$ cat config.mk
export PLATFORM = sky130hd
export DESIGN_NAME = opnd_bypass_unit
export DESIGN_NICKNAME = d
export VERILOG_FILES = /design/src/rtl/opfwd_pkg.sv /design/src/rtl/opfwd_hit.sv /design/src/rtl/opfwd_pick.sv /design/src/rtl/opfwd_hazard.sv /design/src/rtl/opnd_bypass_unit.sv
export SDC_FILE = /design/constraint.sdc
export NUM_CORES = 1
export LEC_CHECK = 0
export ABC_AREA = 0
export BUFFER_PORTS_ARGS = -buffer_cell sky130_fd_sc_hd__clkbuf_2
export CAP_MARGIN = 40
export CORE_AREA = 2 2 39 41
export DETAILED_ROUTE_END_ITERATION = 10
export DIE_AREA = 0 0 41 43
export GPL_TIMING_DRIVEN = 0
export PLACE_DENSITY_LB_ADDON = 0.12
export SLEW_MARGIN = 10
export SYNTH_ARGS = -nofsm -noshare
export SYNTH_HDL_FRONTEND = slang
export SYNTH_SLANG_ARGS = --single-unit
$ cat constraint.sdc
create_clock -name vclk -period 1.87
set_input_delay 0.2805 -clock vclk [all_inputs]
set_output_delay 0.2805 -clock vclk [all_outputs]
set_load 0.1 [all_outputs]
$ cat src/rtl/opfwd_pkg.sv
package opfwd_pkg;
  typedef enum logic [1:0] {
    SRC_RF    = 2'b00,
    SRC_EXMEM = 2'b01,
    SRC_MEMWB = 2'b10
  } src_sel_e;
endpackage

$ cat src/rtl/opfwd_hit.sv
module opfwd_hit #(
  parameter int REG_AW = 5
) (
  input  logic [REG_AW-1:0] src,
  input  logic [REG_AW-1:0] dst,
  input  logic              valid,
  input  logic              wr_en,
  output logic              hit
);
  localparam logic [REG_AW-1:0] ZERO_REG = '0;

  // a bubble, a non-writer or the zero register never supplies a value
  assign hit = valid && wr_en && (dst == src) && (src != ZERO_REG);
endmodule

$ cat src/rtl/opfwd_pick.sv
module opfwd_pick
  import opfwd_pkg::*;
#(
  parameter int REG_AW = 5
) (
  input  logic [REG_AW-1:0] src,
  input  logic [REG_AW-1:0] ex_dst,
  input  logic              ex_valid,
  input  logic              ex_wr_en,
  input  logic [REG_AW-1:0] mem_dst,
  input  logic              mem_valid,
  input  logic              mem_wr_en,
  output src_sel_e          sel,
  output logic              ex_hit
);
  logic mem_hit;

  opfwd_hit #(.REG_AW(REG_AW)) u_hit_ex (
    .src(src), .dst(ex_dst), .valid(ex_valid), .wr_en(ex_wr_en), .hit(ex_hit)
  );
  opfwd_hit #(.REG_AW(REG_AW)) u_hit_mem (
    .src(src), .dst(mem_dst), .valid(mem_valid), .wr_en(mem_wr_en), .hit(mem_hit)
  );

  // nearest older writer first
  always_comb begin
    if (ex_hit)       sel = SRC_EXMEM;
    else if (mem_hit) sel = SRC_MEMWB;
    else              sel = SRC_RF;
  end

  always_comb begin
    // a memory-stage pick needs a valid writing instruction there
    p_memwb_needs_writer_r5: assert (sel != SRC_MEMWB || (mem_valid && mem_wr_en && mem_dst == src));
  end
endmodule

$ cat src/rtl/opfwd_hazard.sv
module opfwd_hazard (
  input  logic id_valid,
  input  logic id_is_store,
  input  logic ex_is_load,
  input  logic ld_hit_a,
  input  logic ld_hit_b,
  output logic stall_req,
  output logic st_data_byp
);
  logic use_a, use_b_alu, use_b_st;

  assign use_a     = id_valid && ex_is_load && ld_hit_a;
  assign use_b_alu = id_valid && ex_is_load && ld_hit_b && !id_is_store;
  assign use_b_st  = id_valid && ex_is_load && ld_hit_b && id_is_store;

  assign stall_req   = use_a || use_b_alu;
  assign st_data_byp = use_b_st && !use_a;

  always_comb begin
    // the memory-stage bypass and a stall are never requested together
    p_byp_excl_stall_r7: assert (!(stall_req && st_data_byp));
    // an empty decode slot asks for nothing
    p_idle_quiet_r9: assert (id_valid || (!stall_req && !st_data_byp));
  end
endmodule

$ cat src/rtl/opnd_bypass_unit.sv
module opnd_bypass_unit
  import opfwd_pkg::*;
#(
  parameter int REG_AW = 5
) (
  input  logic              id_valid,
  input  logic              id_is_store,
  input  logic [REG_AW-1:0] id_src1,
  input  logic [REG_AW-1:0] id_src2,
  input  logic              ex_valid,
  input  logic              ex_wr_en,
  input  logic              ex_is_load,
  input  logic [REG_AW-1:0] ex_dst,
  input  logic              mem_valid,
  input  logic              mem_wr_en,
  input  logic [REG_AW-1:0] mem_dst,
  output logic [1:0]        sel_a,
  output logic [1:0]        sel_b,
  output logic              st_data_byp,
  output logic              stall_req
);
  localparam int NUM_SRC = 2;
  localparam logic [REG_AW-1:0] ZERO_REG = '0;

  logic [REG_AW-1:0] srcs [NUM_SRC];
  src_sel_e          sels [NUM_SRC];
  logic [NUM_SRC-1:0] ex_hits;

  assign srcs[0] = id_src1;
  assign srcs[1] = id_src2;

  for (genvar g = 0; g < NUM_SRC; g++) begin : g_opnd
    opfwd_pick #(.REG_AW(REG_AW)) u_pick (
      .src      (srcs[g]),
      .ex_dst   (ex_dst),
      .ex_valid (ex_valid),
      .ex_wr_en (ex_wr_en),
      .mem_dst  (mem_dst),
      .mem_valid(mem_valid),
      .mem_wr_en(mem_wr_en),
      .sel      (sels[g]),
      .ex_hit   (ex_hits[g])
    );
  end

  assign sel_a = sels[0];
  assign sel_b = sels[1];

  opfwd_hazard u_hazard (
    .id_valid   (id_valid),
    .id_is_store(id_is_store),
    .ex_is_load (ex_is_load),
    .ld_hit_a   (ex_hits[0]),
    .ld_hit_b   (ex_hits[1]),
    .stall_req  (stall_req),
    .st_data_byp(st_data_byp)
  );

  always_comb begin
    // a zero source always reads the register file
    p_zero_src_rf_r4: assert (id_src1 != ZERO_REG || sel_a == 2'b00);
    // a stall needs a valid writing load in execute
    p_stall_needs_load_r6: assert (!stall_req || (ex_valid && ex_wr_en && ex_is_load && ex_dst != ZERO_REG));
    // an execute-stage pick needs a valid writer there
    p_exmem_needs_writer_r1: assert (sel_b != 2'b01 || (ex_valid && ex_wr_en && ex_dst == id_src2));
  end
endmodule

# After elaboration in Yosys (flattened, before gate mapping)
# Cells that the tools add are included.
dict set report totals {
  output_inout_bits 6
  ff_bits 0
}
dict set report op_classes {
  n_eq_ne 4
  reduce_logical 21
  mux 4
}
# cell count
set ops {}
lappend ops {{$eq 5x5->1} 4}
lappend ops {{$logic_and 1x1->1} 16}
lappend ops {{$reduce_bool 5->1} 2}
lappend ops {{$mux 2} 4}
lappend ops {{$logic_not 1->1} 2}
lappend ops {{$logic_or 1x1->1} 1}

# Depth between registers and ports, before layout
# Gate-level depths: netlist of the first run.
dict set report logic_depth {
  word_depth 6
  ltp_mapped 4
  depth_no_buf 4
}

# Hierarchy
# From an unflattened synthesis of the first run, not the netlist that was laid out.
dict set report hier_totals {
  hier_cells 50
  hier_area_um2 379.1
}
# module cells_per_inst n_inst area_per_inst_um2 seq_area_each_um2
set modules_own_cells {}
lappend modules_own_cells {opfwd_hit 10 4 76.3 0.0}
lappend modules_own_cells {opfwd_pick 2 2 21.3 0.0}
lappend modules_own_cells {opfwd_hazard 6 1 31.3 0.0}

# Worst setup path after synthesis of the first run
# OpenSTA, ideal clock, no wires.
dict set report synth_timing {
  path_type {input to output}
  startpoint {input port id_src1[1]}
  endpoint {output port sel_a[1]}
  t_arrival_ns 3.890
  stages 4
  path_slack_ns -2.301
  required_ns 1.590
  cell_sequence {or4_4 nor2_4 nor4_2 nor4_1}
}
dict set report synth_between {
  elab_cells_between_ends 9
  classes_between {eq/ne (2); mux (2); reduce/logical (5)}
}
# element line
set synth_rtl {}
lappend synth_rtl {{from (decl)} opnd_bypass_unit.sv:8} ;# input logic [REG_AW-1:0] id_src1,
lappend synth_rtl {{$eq 5x5->1} opfwd_hit.sv:13} ;# assign hit = valid && wr_en && (dst == src) && (src != ZERO_REG);
lappend synth_rtl {{$logic_and 1x1->1} opfwd_hit.sv:13}
lappend synth_rtl {{$logic_and 1x1->1 (*)} opfwd_hit.sv:13}
lappend synth_rtl {{named net g_opnd[0].u_pick.ex_hit} opfwd_pick.sv:14} ;# output logic ex_hit
lappend synth_rtl {{$mux 2 (*)} opfwd_pick.sv:27} ;# if (ex_hit) sel = SRC_EXMEM;
lappend synth_rtl {{to (decl)} opnd_bypass_unit.sv:17} ;# output logic [1:0] sel_a,
# The timed path passes the listed nets; every way through them passes the cells marked *.

# Worst setup path in the final report of the first run
dict set report layout_timing {
  startpoint {input port id_src1[1]}
  endpoint {output port stall_req}
}
dict set report layout_between {
  elab_chain_len 5
  elab_cells_between_ends 6
  classes_between {eq/ne (1); reduce/logical (5)}
}
# element line
set layout_rtl {}
lappend layout_rtl {{$eq 5x5->1} opfwd_hit.sv:13}
lappend layout_rtl {{$logic_and 1x1->1} opfwd_hit.sv:13}
lappend layout_rtl {{$logic_and 1x1->1 (*)} opfwd_hit.sv:13}
lappend layout_rtl {{named net g_opnd[0].u_pick.ex_hit} opfwd_pick.sv:14}
lappend layout_rtl {{$logic_and 1x1->1 (*)} opfwd_hazard.sv:12} ;# assign use_a = id_valid && ex_is_load && ld_hit_a;
lappend layout_rtl {{$logic_or 1x1->1 (*)} opfwd_hazard.sv:16} ;# assign stall_req = use_a || use_b_alu;
lappend layout_rtl {{to (decl)} opnd_bypass_unit.sv:20} ;# output logic stall_req
# Marks and branches as above.

==> results.json, run 1 <==
{
  "min_from": "mem_wr_en",
  "max-slew-margin-rel_pct": 68.8,
  "drtAntennaViolNets": 0,
  "cap_violations": 0,
  "grt_overflow_total": 0,
  "synth_cells": 44,
  "crit_fanout": 4,
  "area_delta_synth_final_pct": 137,
  "startpoint": "id_src1[1]",
  "syn-num-nets": 71,
  "setup.worst_path.start_class": "input port",
  "timing.hold.ws_ns": 0.976,
  "fp.dieH_um": 43,
  "tns_ns": -0.0299,
  "layout.nets": 114,
  "via_per_inst": 4.74,
  "finalSetupViolCount": 2,
  "holdCritPathClass": "in2out",
  "ios": 33,
  "slew_viol_final": 0,
  "gp_congestion": 0.723,
  "core_um2": 1380,
  "port_buffers": 33,
  "cts_hold_buf": 0,
  "nFlopsAndLatches": 0,
  "outcome": "complete, but fails checks",
  "violations": "setup timing",
  "first_iter_violations": 1,
  "rows": 14,
  "postLayoutCoreUtil_pct": 62.5,
  "die-area_um2": 1760,
  "worstMarginPinSlew_ns": 0.465,
  "fmaxAchievable_mhz": 530,
  "final_area_um2": 865,
  "cp-end-kind": "primary output",
  "synth_area_um2": 364,
  "period_needed_ns": 1.89,
  "place_inst": 93,
  "wl_per_cell_um": 11.4,
  "initial_core_util_pct": 26.3,
  "fin_ws_ns": -0.0173,
  "postSynthAreaPerCell_um2": 8.27,
  "crit_arrival_ns": 1.61,
  "die_x_um": 41,
  "n_clock_buffer": 0,
  "fin_cells": 101,
  "power-per-cell-area_nw_per_um2": 191,
  "grt_max_degree": 5,
  "irDropWorstVdd_mv": 0.0975,
  "firstDrtPassIters": 2,
  "critical_path_class": "in2out",
  "post_dp_cell_area_um2": 584,
  "ys_seq_area_share_pct": 0,
  "num_vias": 479,
  "hold_viol": 0,
  "grtUsageTotal_pct": 12.7,
  "drc_errors": 0,
  "antenna_found_initial": 0,
  "drive_gt1_share_pct": 74.1,
  "grt_first_pass_wirelength_um": 1650,
  "yosys.cell_types.count": 17,
  "diodes": 0,
  "worstPathRequired_ns": 1.59,
  "wirelength_um": 1150,
  "grt_pass1_vias": 426,
  "synth-warning-count": 0,
  "place.detailed.hpwl_um": 890,
  "seq_area_um2": 0,
  "leakagePower_nw": 0.355,
  "period_share_pct": 101,
  "rsz0062_at_grt": "yes"
}
-- cells in the mapped netlist --
cell	n	area (µm²)
o221ai_1	1	8.76
buf_4	2	15.0
or4_4	2	22.5
nand3_1	3	15.0
nand2_1	3	11.3
nor2_1	1	3.75
a32o_2	1	11.3
a221o_1	1	10.0
nor4_2	2	25.0
xnor2_1	17	149
nand4_1	3	18.8
nor2_4	2	22.5
nor3b_1	1	7.51
xor2_1	1	8.76
nor4_1	1	6.26
nor4_4	1	21.3
inv_1	2	7.51
-- worst max-delay path, stage by stage --
cell,delay [ns]
buf_8,0.10
or4_4,0.54
nor2_4,0.13
nor4_4,0.08
a32o_2,0.27
clkbuf_16,0.20
-- logic make-up after synthesis --
logic type      share of synthesized area (%)
simple gates                             42.3
xor+xnor                                 43.3
buf+inv                                  6.19
compound gates                           8.25
-- through the flow --
step,worst slack (ns),power [mW]
after global routing,-0.0635,0.177
final,-0.0173,0.165
after global placement,-0.413,0.115
after floorplan,-0.433,0.0642
after CTS,-0.0369,0.137
after detailed placement,-0.414,0.116
-- power breakdown --
part | leakage [nW] | internal (mW) | switching (mW)
Sequential | 0 | 0 | 0
Clock | 0 | 0 | 0
Combinational | 0.355 | 0.0935 | 0.0719
Total | 0.355 | 0.0935 | 0.0719
-- layout by cell type, fill, tap and decap left out, drive strengths merged --
master and instances:
nand3 3, or4 2, clkbuf 21, a221o 1, inv 2, nor2 3
o221ai 1, buf 22, nand2 3, xor2 1, nor3b 1, a32o 1
nand4 3, nor4 4, xnor2 17
-- final cells by class --
type,instances,area [µm²]
Fill cell,126,519
Multi-Input combinational cell,40,434
Timing Repair Buffer,41,388
Tap cell,16,20.0
Buffer,2,15.0
Inverter,2,7.51
-- worst paths after layout --
check         to  slack (ns)  depth (start not counted)
max    stall_req       -0.02                          6
min     sel_a[1]        0.98                          4
-- layer usage --
| layer | track usage [%] | up-vias | wire length (µm) |
|---|---|---|---|
| li1 | - | 243 | - |
| met1 | 15.0 | 213 | 368 |
| met2 | 25.0 | 23 | 696 |
| met3 | 0 | 0 | 88 |
| met4 | 0 | 0 | 0 |
| met5 | 0 | - | 0 |
-- repair_timing --
item                                    CTS  global route
pin swaps                                12             8
resized for setup                        24            30
setup buffers                             3             5
gates cloned                              0             0
endpoints found under the setup margin    6             6
(Power assumes the default switching activity.)
==> run 2: changes to the inputs <==
--- a/config.mk
+++ b/config.mk
@@ -18,2 +18,3 @@
 export SYNTH_HDL_FRONTEND = slang
+export SYNTH_HIERARCHICAL = 1
 export SYNTH_SLANG_ARGS = --single-unit
==> constraint.sdc (replaced) <==
create_clock -name vclk -period 1.87
set_input_delay 0.2805 -clock vclk [all_inputs]
set_output_delay 0.2805 -clock vclk [all_outputs]
set_load 0.01 [all_outputs]
==> run 2 against run 1 <==
The flow now finishes without violations. Cell count is the same. Global-route usage shrank 0.62 points. Clock-buffer cell count is the same. Core utilization shrank 20 points. Critical endpoint unchanged. Largest cell class unchanged. Largest power group unchanged. Highest routed layer unchanged.
==> results.json, run 2 <==
{
  "outcome": "complete, no violations",
  "crit_fanout": 4,
  "yosys.cell_types.count": 13,
  "die_x_um": 41,
  "power-per-cell-area_nw_per_um2": 177,
  "post_dp_cell_area_um2": 564,
  "port_buffers": 33,
  "drive_gt1_share_pct": 51.8,
  "area_delta_synth_final_pct": 56.1,
  "rsz0062_at_grt": "no",
  "timing.hold.ws_ns": 0.841,
  "synth.top_cell.area_share_pct": 37.0,
  "critical_path_class": "in2out",
  "num_vias": 467,
  "n_clock_buffer": 0,
  "synth_cells": 50,
  "firstDrtPassIters": 4,
  "postSynthAreaPerCell_um2": 7.58,
  "synth_area_um2": 379,
  "crit_arrival_ns": 1.42,
  "layout.nets": 114,
  "place.detailed.hpwl_um": 925,
  "place_ws_ns": 0.0705,
  "filler_cell_count": 163,
  "grt_pass1_vias": 381,
  "worstMarginPinSlew_ns": 0.288,
  "setup.worst_path.start_class": "input port",
  "grt_first_pass_wirelength_um": 1550,
  "cap_violations": 0,
  "syn-num-nets": 77,
  "rows": 14,
  "finalSetupViolCount": 0,
  "initial_core_util_pct": 27.4,
  "final_area_um2": 592,
  "antenna_found_initial": 0,
  "holdCritPathClass": "in2out",
  "wirelength_um": 1010,
  "ys_seq_area_share_pct": 0,
  "hold_viol": 0,
  "grt_overflow_total": 0,
  "multi_input_area_um2": 358,
  "nFlopsAndLatches": 0,
  "period_share_pct": 90.7,
  "drtAntennaViolNets": 0,
  "ys_top_cells_by_count": "xnor2_1 (16), inv_1 (5)",
  "grtUsageTotal_pct": 12.1,
  "yosysMostFrequentCell": "xnor2_1",
  "gp_congestion": 0.745,
  "core_um2": 1380,
  "synth_top_cell_by_area": "xnor2_1",
  "power_mw": 0.105,
  "via_per_inst": 4.62,
  "die-area_um2": 1760,
  "period_needed_ns": 1.70,
  "fp.dieH_um": 43,
  "fmaxAchievable_mhz": 589,
  "wl_per_cell_um": 9.99,
  "final_common_cell": "clkbuf_2",
  "grt_max_degree": 5,
  "max-slew-margin-rel_pct": 80.8,
  "drc_errors": 0,
  "slew_viol_final": 0,
  "worstPathRequired_ns": 1.59,
  "ios": 33,
  "synth_top_cells_by_area": "xnor2_1 (37%), nor3b_2 (13%), o2111ai_1 (9.2%)",
  "synth-warning-count": 6,
  "leakagePower_nw": 0.260,
  "tns_ns": 0,
  "first_iter_violations": 2,
  "irDropWorstVdd_mv": 0.0636,
  "mostFrequentLayoutCells": "clkbuf_2 (33), xnor2_1 (16), inv_1 (5)",
  "cp-end-kind": "primary output",
  "diodes": 0,
  "seq_area_um2": 0,
  "fin_ws_ns": 0.173
}
[run 2: cell types whose count changed in the layout (fill, tap and decap cells not counted), moves of 4 or more]
| cell | delta |
|---|---|
| nor4_4 | -4 |
| inv_1 | +5 |
| o2111ai_1 | +4 |
| buf_8 | -6 |
| xnor2_1 | +4 |
| nor4_1 | +4 |
| xnor2_2 | -5 |
| buf_6 | -5 |
| clkbuf_2 | +18 |
| o21ai_0 | +4 |
| buf_4 | -7 |
[run 2: what timing repair did]
action                                 4_1_cts  5_1_grt
endpoints found under the hold margin        0        0
setup endpoints to repair                    0        2
hold buffers                                 0        0
resized for setup                            0        2
setup buffers                                0        2
[run 2: area by class of cell]
| class | instances | share of cell area (%) |
|---|---|---|
| Tap cell | 16 | 3.38 |
| Buffer | 2 | 2.54 |
| Multi-Input combinational cell | 43 | 60.5 |
| Timing Repair Buffer | 35 | 30.4 |
| Inverter | 5 | 3.17 |
[run 2: cells by family after synthesis]
| logic type | after synthesis | synth area share (%) |
|---|---|---|
| AOI/OAI and AO/OA | 9 | 16.8 |
| buffers and inverters | 7 | 8.91 |
| and+or+nand+nor | 18 | 37.3 |
| xor gates and xnor gates | 16 | 37.0 |
[run 2: final timing paths]
path	start	to	slack, ns	cells after the start
setup / recovery	ex_dst[1]	stall_req	0.17	7
hold / removal	id_is_store	st_data_byp	0.84	4
[run 2: layer usage]
metal | GRT usage, % | part of all wire, % | vias up
li1 | - | - | 253
met1 | 18.4 | 44 | 206
met2 | 19.7 | 52 | 8
met3 | 0 | 4.0 | 0
met4 | 0 | 0 | 0
met5 | 0 | 0 | -
[run 2: worst max-delay path, cell delays in order]
cell	delay, ns
clkbuf_2	0.12
xnor2_1	0.17
o2111ai_1	0.18
nor3b_4	0.32
inv_1	0.09
a21oi_2	0.12
clkbuf_2	0.14
[run 2: stage by stage]
step,util [%],std cells
2_1_floorplan,-,50
3_3_place_gp,40.8,99
3_5_place_dp,40.8,99
4_1_cts,40.8,99
5_1_grt,42.8,101
6_report,42.8,101
[run 2: report_power, final]
part	internal [mW]	leakage, nW	switching (mW)
Clock	0	0	0
Combinational	0.0554	0.260	0.0494
Sequential	0	0	0
